**src/rtl/csa_pkg.sv**
```systemverilog
// Package: shared helpers for the carry-select adder.
// Assumes widths are positive and width is a whole multiple of group size.
package csa_pkg;

    // Number of groups a width splits into.
    function automatic int group_count(input int width, input int grp);
        return width / grp;
    endfunction

    // True when the width splits into whole groups.
    function automatic bit split_ok(input int width, input int grp);
        return (grp > 0) && (width >= grp) && ((width % grp) == 0);
    endfunction

endpackage

```
**src/rtl/csa_rca_group.sv**
```systemverilog
// Module: csa_rca_group
// Ripple-carry adder over one group of GRP bits. Each full adder hands its
// carry-out to the carry-in of the next one up.
// Assumes GRP >= 1. Purely combinational.
module csa_rca_group #(
    parameter int GRP = 4
) (
    input  logic [GRP-1:0] x,
    input  logic [GRP-1:0] y,
    input  logic           cin,
    output logic [GRP-1:0] s,
    output logic           cout
);

    logic [GRP:0] c;

    assign c[0] = cin;

    for (genvar i = 0; i < GRP; i++) begin : g_fa
        // Full adder at bit i: sum bit and carry to bit i+1.
        assign s[i]   = x[i] ^ y[i] ^ c[i];
        assign c[i+1] = (x[i] & y[i]) | (c[i] & (x[i] ^ y[i]));
    end

    assign cout = c[GRP];

endmodule

```
**src/rtl/csa_excess1.sv**
```systemverilog
// Module: csa_excess1
// Adds one to a GRP-bit value and its carry bit, using only XOR, AND and
// inverters. Bit i flips when all bits below it are ones. The carry flips
// when the whole value is ones.
// Assumes GRP >= 1. Purely combinational.
module csa_excess1 #(
    parameter int GRP = 4
) (
    input  logic [GRP-1:0] val,
    input  logic           cy,
    output logic [GRP-1:0] val_inc,
    output logic           cy_inc
);

    // run[i] is 1 when val[i-1:0] is all ones; run[0] is the empty product.
    logic [GRP:0] run;

    assign run[0] = 1'b1;

    for (genvar i = 0; i < GRP; i++) begin : g_bit
        // Running AND of the lower bits.
        assign run[i+1] = run[i] & val[i];
        if (i == 0) begin : g_lsb
            // The lowest bit always toggles.
            assign val_inc[i] = ~val[i];
        end else begin : g_upper
            // Toggle when every lower bit is one.
            assign val_inc[i] = val[i] ^ run[i];
        end
    end

    // The carry toggles when the whole group is ones.
    assign cy_inc = cy ^ run[GRP];

endmodule

```
**src/rtl/csa_sel_mux.sv**
```systemverilog
// Module: csa_sel_mux
// Two-way selector for a group result: the carry together with the sum bits.
// Assumes W >= 1. Purely combinational.
module csa_sel_mux #(
    parameter int W = 5
) (
    input  logic         sel,
    input  logic [W-1:0] d0,
    input  logic [W-1:0] d1,
    output logic [W-1:0] q
);

    // Pass d1 when the incoming carry is set, else d0.
    always_comb begin
        q = sel ? d1 : d0;
    end

endmodule

```
**src/rtl/csa_bec_adder.sv**
```systemverilog
// Module: csa_bec_adder
// WIDTH-bit carry-select adder in GRP-bit groups. Group 0 ripples from
// carry_in. Each higher group ripples with a zero carry. An excess-one
// incrementer forms the one-carry variant, and the carry from the group
// below picks between the two.
// Assumes WIDTH is a whole multiple of GRP. Purely combinational, no clock
// and no reset.
module csa_bec_adder #(
    parameter int WIDTH = 16,
    parameter int GRP   = 4
) (
    input  logic [WIDTH-1:0] op_a,
    input  logic [WIDTH-1:0] op_b,
    input  logic             carry_in,
    output logic [WIDTH-1:0] sum,
    output logic             carry_out
);

    localparam int NGRP = csa_pkg::group_count(WIDTH, GRP);

    // grp_carry[g] is the carry into group g; grp_carry[NGRP] leaves the adder.
    logic [NGRP:0] grp_carry;

    assign grp_carry[0] = carry_in;

    for (genvar g = 0; g < NGRP; g++) begin : g_grp
        localparam int LO = g * GRP;

        if (g == 0) begin : g_base
            // Lowest group: plain ripple from the external carry.
            csa_rca_group #(.GRP(GRP)) rca_i (
                .x    (op_a[LO +: GRP]),
                .y    (op_b[LO +: GRP]),
                .cin  (grp_carry[0]),
                .s    (sum[LO +: GRP]),
                .cout (grp_carry[1])
            );
        end else begin : g_sel
            logic [GRP-1:0] s_zero;
            logic [GRP-1:0] s_one;
            logic           c_zero;
            logic           c_one;
            logic [GRP:0]   picked;

            // Zero-carry sum of this group.
            csa_rca_group #(.GRP(GRP)) rca_i (
                .x    (op_a[LO +: GRP]),
                .y    (op_b[LO +: GRP]),
                .cin  (1'b0),
                .s    (s_zero),
                .cout (c_zero)
            );

            // One-carry sum, derived by incrementing.
            csa_excess1 #(.GRP(GRP)) inc_i (
                .val     (s_zero),
                .cy      (c_zero),
                .val_inc (s_one),
                .cy_inc  (c_one)
            );

            // Carry from below picks the result.
            csa_sel_mux #(.W(GRP + 1)) mux_i (
                .sel (grp_carry[g]),
                .d0  ({c_zero, s_zero}),
                .d1  ({c_one, s_one}),
                .q   (picked)
            );

            assign sum[LO +: GRP]  = picked[GRP-1:0];
            assign grp_carry[g+1]  = picked[GRP];
        end
    end

    assign carry_out = grp_carry[NGRP];

endmodule

```
**config.mk**
```make
export PLATFORM = sky130hd
export DESIGN_NAME = csa_bec_adder
export DESIGN_NICKNAME = d
export VERILOG_FILES = /design/src/rtl/csa_pkg.sv /design/src/rtl/csa_rca_group.sv /design/src/rtl/csa_excess1.sv /design/src/rtl/csa_sel_mux.sv /design/src/rtl/csa_bec_adder.sv
export SDC_FILE = /design/constraint.sdc
export NUM_CORES = 1
export LEC_CHECK = 0
export BUFFER_PORTS_ARGS = -buffer_cell sky130_fd_sc_hd__buf_2
export CAP_MARGIN = 20
export CORE_UTILIZATION = 49
export DETAILED_ROUTE_END_ITERATION = 10
export PLACE_DENSITY = 0.91
export RECOVER_POWER = 100
export SETUP_SLACK_MARGIN = 0.15
export SYNTH_ARGS = -nofsm -noshare
export SYNTH_HDL_FRONTEND = slang
export SYNTH_HIERARCHICAL = 1
export SYNTH_SLANG_ARGS = --single-unit
```
**constraint.sdc**
```tcl
create_clock -name vclk -period 5.2
set_input_delay 0 -clock vclk [all_inputs]
set_output_delay 0 -clock vclk [all_outputs]
set_load 0.02 [all_outputs]
```
# ---- Word-level counts from Yosys, hierarchy flattened
# Index checks and enable logic that the tools add are counted.
dict set report word_totals {
  regBits 0
  latchBits 0
  ram_bits 0
  rom_bits 0
  in_bits 33
  out_inout_bits 17
  elab_cells 98
  memories 0
}
dict set report op_classes {
  addsub 0
  multipliers 0
  n_div 0
  n_lt_le_gt_ge 0
  n_eq_ne 0
  shifts 0
  n_mux 3
  bitwise 95
  reduce_logical 0
}
# op n
set ops {}
lappend ops {{$xor A1 B1 Y1} 41}
lappend ops {{$and A1 B1 Y1} 38}
lappend ops {{$mux W5} 3}
lappend ops {{$or A1 B1 Y1} 13}
lappend ops {{$not A1 Y1} 3}

# ---- Longest topological paths before layout
dict set report logic_depth {
  ltp_word 12
  depth_mapped 13
  mapped_depth_nobuf 13
}

# ---- Hierarchy
# Netlist, hierarchy kept.
# mod instances cells_each area_each_um2 seq_area_each_um2
set modules_own_cells {}
lappend modules_own_cells {csa_rca_group 4 14 117.6 0.0}
lappend modules_own_cells {csa_sel_mux 3 5 56.3 0.0}
lappend modules_own_cells {csa_excess1 3 5 50.0 0.0}
lappend modules_own_cells {csa_bec_adder 1 1 3.8 0.0}

# ---- Worst setup path after synthesis
# Ideal clock, no wire load.
dict set report synth_path {
  path_type {in2out}
  startpoint {input op_b[4]}
  endpoint {output carry_out}
  arrival_time_ps 2731
  t_required_ps 5200
  path_slack_ps 2469
  cell_stages 13
  path_buffers 0
  cell_sequence {fa_1 > inv_1 > fa_1 > inv_1 > fa_1 > inv_1 > fa_1 > inv_1 > ha_1 > xor2_1 > mux2_2 > mux2_2 > mux2_2}
}
dict set report synth_via {
  elab_chain_len 11
  word_cells_on_any_way 18
  classes_between {mux: 3; bitwise: 15}
}
# item line_no
set synth_rtl {}
lappend synth_rtl {{start: declaration} csa_bec_adder.sv:13} ;# input logic [WIDTH-1:0] op_b,
lappend synth_rtl {{$and A1 B1 Y1 (2 in series)} csa_rca_group.sv:22} ;# assign c[i+1] = (x[i] & y[i]) | (c[i] & (x[i] ^ y[i]));
lappend synth_rtl {{$or A1 B1 Y1} csa_rca_group.sv:22}
lappend synth_rtl {{$and A1 B1 Y1} csa_rca_group.sv:22}
lappend synth_rtl {{$or A1 B1 Y1} csa_rca_group.sv:22}
lappend synth_rtl {{$xor A1 B1 Y1} csa_rca_group.sv:21} ;# assign s[i] = x[i] ^ y[i] ^ c[i];
lappend synth_rtl {{named net g_grp[1].g_sel.s_zero[3]} csa_bec_adder.sv:39} ;# logic [GRP-1:0] s_zero;
lappend synth_rtl {{$and A1 B1 Y1} csa_excess1.sv:22} ;# assign run[i+1] = run[i] & val[i];
lappend synth_rtl {{$xor A1 B1 Y1} csa_excess1.sv:33} ;# assign cy_inc = cy ^ run[GRP];
lappend synth_rtl {{named net g_grp[1].g_sel.c_one} csa_bec_adder.sv:42} ;# logic c_one;
lappend synth_rtl {{$mux W5} csa_sel_mux.sv:15} ;# q = sel ? d1 : d0;
lappend synth_rtl {{named net g_grp[1].g_sel.picked[4]} csa_bec_adder.sv:43} ;# logic [GRP:0] picked;
lappend synth_rtl {{$mux W5} csa_sel_mux.sv:15}
lappend synth_rtl {{named net g_grp[2].g_sel.picked[4]} csa_bec_adder.sv:43}
lappend synth_rtl {{$mux W5} csa_sel_mux.sv:15}
lappend synth_rtl {{end: declaration} csa_bec_adder.sv:16} ;# output logic carry_out
# The timed path passes the listed nets, and every way through them passes these cells.

# ---- Worst setup path in the final report
dict set report layout_path {
  startpoint {input op_b[4]}
  endpoint {output sum[12]}
}
dict set report layout_via {
  elab_chain_len 11
  word_cells_on_any_way 18
  classes_between {mux: 3; bitwise: 15}
}
# item line_no
set layout_rtl {}
lappend layout_rtl {{$and A1 B1 Y1 (2 in series)} csa_rca_group.sv:22}
lappend layout_rtl {{$or A1 B1 Y1} csa_rca_group.sv:22}
lappend layout_rtl {{$and A1 B1 Y1} csa_rca_group.sv:22}
lappend layout_rtl {{$or A1 B1 Y1} csa_rca_group.sv:22}
lappend layout_rtl {{$xor A1 B1 Y1} csa_rca_group.sv:21}
lappend layout_rtl {{named net g_grp[1].g_sel.s_zero[3]} csa_bec_adder.sv:39}
lappend layout_rtl {{$and A1 B1 Y1} csa_excess1.sv:22}
lappend layout_rtl {{$xor A1 B1 Y1} csa_excess1.sv:33}
lappend layout_rtl {{named net g_grp[1].g_sel.c_one} csa_bec_adder.sv:42}
lappend layout_rtl {{$mux W5} csa_sel_mux.sv:15}
lappend layout_rtl {{named net g_grp[1].g_sel.picked[4]} csa_bec_adder.sv:43}
lappend layout_rtl {{$mux W5} csa_sel_mux.sv:15}
lappend layout_rtl {{named net g_grp[2].g_sel.picked[4]} csa_bec_adder.sv:43}
lappend layout_rtl {{$mux W5} csa_sel_mux.sv:15}
lappend layout_rtl {{end: declaration} csa_bec_adder.sv:15} ;# output logic [WIDTH-1:0] sum,
# The timed path passes the listed nets, and every way through them passes these cells.

==> results.sh <==
export IMPL_critical_path_class="primary input to output port"
export IMPL_place_congestion=0.7198
export IMPL_ys_warn_count=6
export IMPL_drtIter0Drc=4
export IMPL_ios=50
export IMPL_synth_area_leaders="fa_1 (40%), mux2_2 (21%), inv_1 (20%)"
export IMPL_crit_arrival_ns=3.27
export IMPL_drc=0
export IMPL_post_drt_wl_per_cell_um=9.742
export IMPL_seq_cell_count=0
export IMPL_antenna_found_initial=0
export IMPL_drv_cap=0
export IMPL_grt_max_degree=6
export IMPL_synth_largest_area_cell="fa_1"
export IMPL_cts_setup_buffers=0
export IMPL_start_util_pct=52.66
export IMPL_worstPathRequired_ns=5.20
export IMPL_hold_path_class="primary input to output port"
export IMPL_setup_viol=0
export IMPL_clock_buffers=0
export IMPL_fin_ws_ns=1.934
export IMPL_area_growth_pct=32.65
export IMPL_n_antenna_cell=0
export IMPL_hold_buffers=0
export IMPL_grt_first_pass_wirelength_um=2656
export IMPL_hpwl_um=1472
export IMPL_vias_per_cell=4.516
export IMPL_grt_pass1_vias=732
export IMPL_first_pass_iters=4
export IMPL_drive_gt1_share_pct=34.53
export IMPL_yosysTopAreaCellShare_pct=40.38
export IMPL_vias=700
export IMPL_netlist_area_um2=793.3
export IMPL_synthDistinctLibCells=6
export IMPL_wl_um=1510
export IMPL_design_core_area_um2=1506
export IMPL_overflow=0
export IMPL_max_freq_mhz=306.2
export IMPL_row_count=14
export IMPL_pre_cts_ws_ns=2.080
export IMPL_p_leak_nw=0.6635
export IMPL_globalRouteTotalUtil_pct=18.57
export IMPL_seqCellArea_um2=0
export IMPL_yosysMostFrequentCell="inv_1"
export IMPL_fp_dieH_um=42.24
export IMPL_fillerInstances=138
export IMPL_cp_max_fo=5
export IMPL_start_kind="primary input"
export IMPL_syn_inst=87
export IMPL_nets=199
export IMPL_die_area_um2=1784
export IMPL_die_width_um=42.24
export IMPL_slew_viol_final=0
export IMPL_syn_avg_cell_area_um2=9.118
export IMPL_port_buffers=50
export IMPL_stdcell_count=155
export IMPL_ys_top_cells_by_count="inv_1 (43), fa_1 (16), mux2_2 (15), ha_1 (9), xor2_1 (3)"
export IMPL_postCtsResizedCells=0
export IMPL_dpl_cell_count=155
export IMPL_p_per_area_nw_per_um2=195.9
export IMPL_post_route_period_util_pct=62.80
export IMPL_tns_ns=0
export IMPL_rsz0062_at_grt="false"
export IMPL_endpoint_kind="output port"
export IMPL_final_util_pct=69.85
export IMPL_timing_final_crit_period_ns=3.266
export IMPL_ir_drop_v=0.0001600
export IMPL_status="completed"
export IMPL_hold_viol=0
export IMPL_final_antenna_net_count=0
export IMPL_seq_area_frac_synth_pct=0
## final cells by class
| class | instances | area, um^2 | area share (%) |
|---|---|---|---|
| multi-input cells | 46 | 639.4 | 60.76 |
| repair buffers | 50 | 231.5 | 22.00 |
| inverters | 43 | 161.4 | 15.34 |
| well taps | 16 | 20.02 | 1.902 |
## power by group
part           switching (W)  internal [W]  leakage (nW)
clock                      0             0             0
combinational       0.000123     0.0000835         0.664
sequential                 0             0             0
total               0.000123     0.0000835         0.664
## metal layers
metal	GRT usage, %	wire length (um)	vias to the layer above
met4	0	0	0
met5	0	0	-
met3	1.293	133	0
met2	43.08	878	38
li1	-	-	346
met1	17.37	498	316
## worst max-delay path, cell delays in order
cell and delay [ns]:
buf_2 0.11, fa_1 0.41, inv_1 0.08, fa_1 0.16, inv_1 0.05, fa_1 0.35
inv_1 0.08, fa_1 0.40, inv_1 0.09, ha_1 0.17, xor2_1 0.07, mux2_1 0.38
mux2_1 0.43, mux2_2 0.26, clkbuf_1 0.24
## logic make-up after synthesis
family	Yosys count	synth area share, %
buffers and inverters	43	20.35
XOR/XNOR	3	3.313
other	1	0.4727
multiplexers	15	21.29
adder cells (fa/ha/maj)	25	54.57
## worst paths after layout
kind                  startpoint  endpoint  slack [ns]  depth (start not counted)
worst max-delay path     op_b[4]   sum[12]        1.93                         15
worst min-delay path    carry_in    sum[0]        0.45                          3
## layout by cell type, fill, tap and decap left out, drive strengths merged
master,netlist,layout
buf,0,35
clkbuf,0,15
conb,1,3
fa,16,16
ha,9,9
inv,43,43
mux2,15,15
xor2,3,3
## per-stage QoR
| step | hold WS, ns | cell area, um^2 | power (W) |
|---|---|---|---|
| after floorplan | 0.2534 | 800.8 | 0.0001499 |
| after global placement | 0.3806 | 1071 | 0.0002050 |
| after detailed placement | 0.3830 | 1071 | 0.0002180 |
| after CTS | 0.3847 | 1071 | 0.0002189 |
| after global routing | 0.4775 | 1052 | 0.0002296 |
| final | 0.4542 | 1052 | 0.0002061 |
Power figures use the tool's default switching activity.
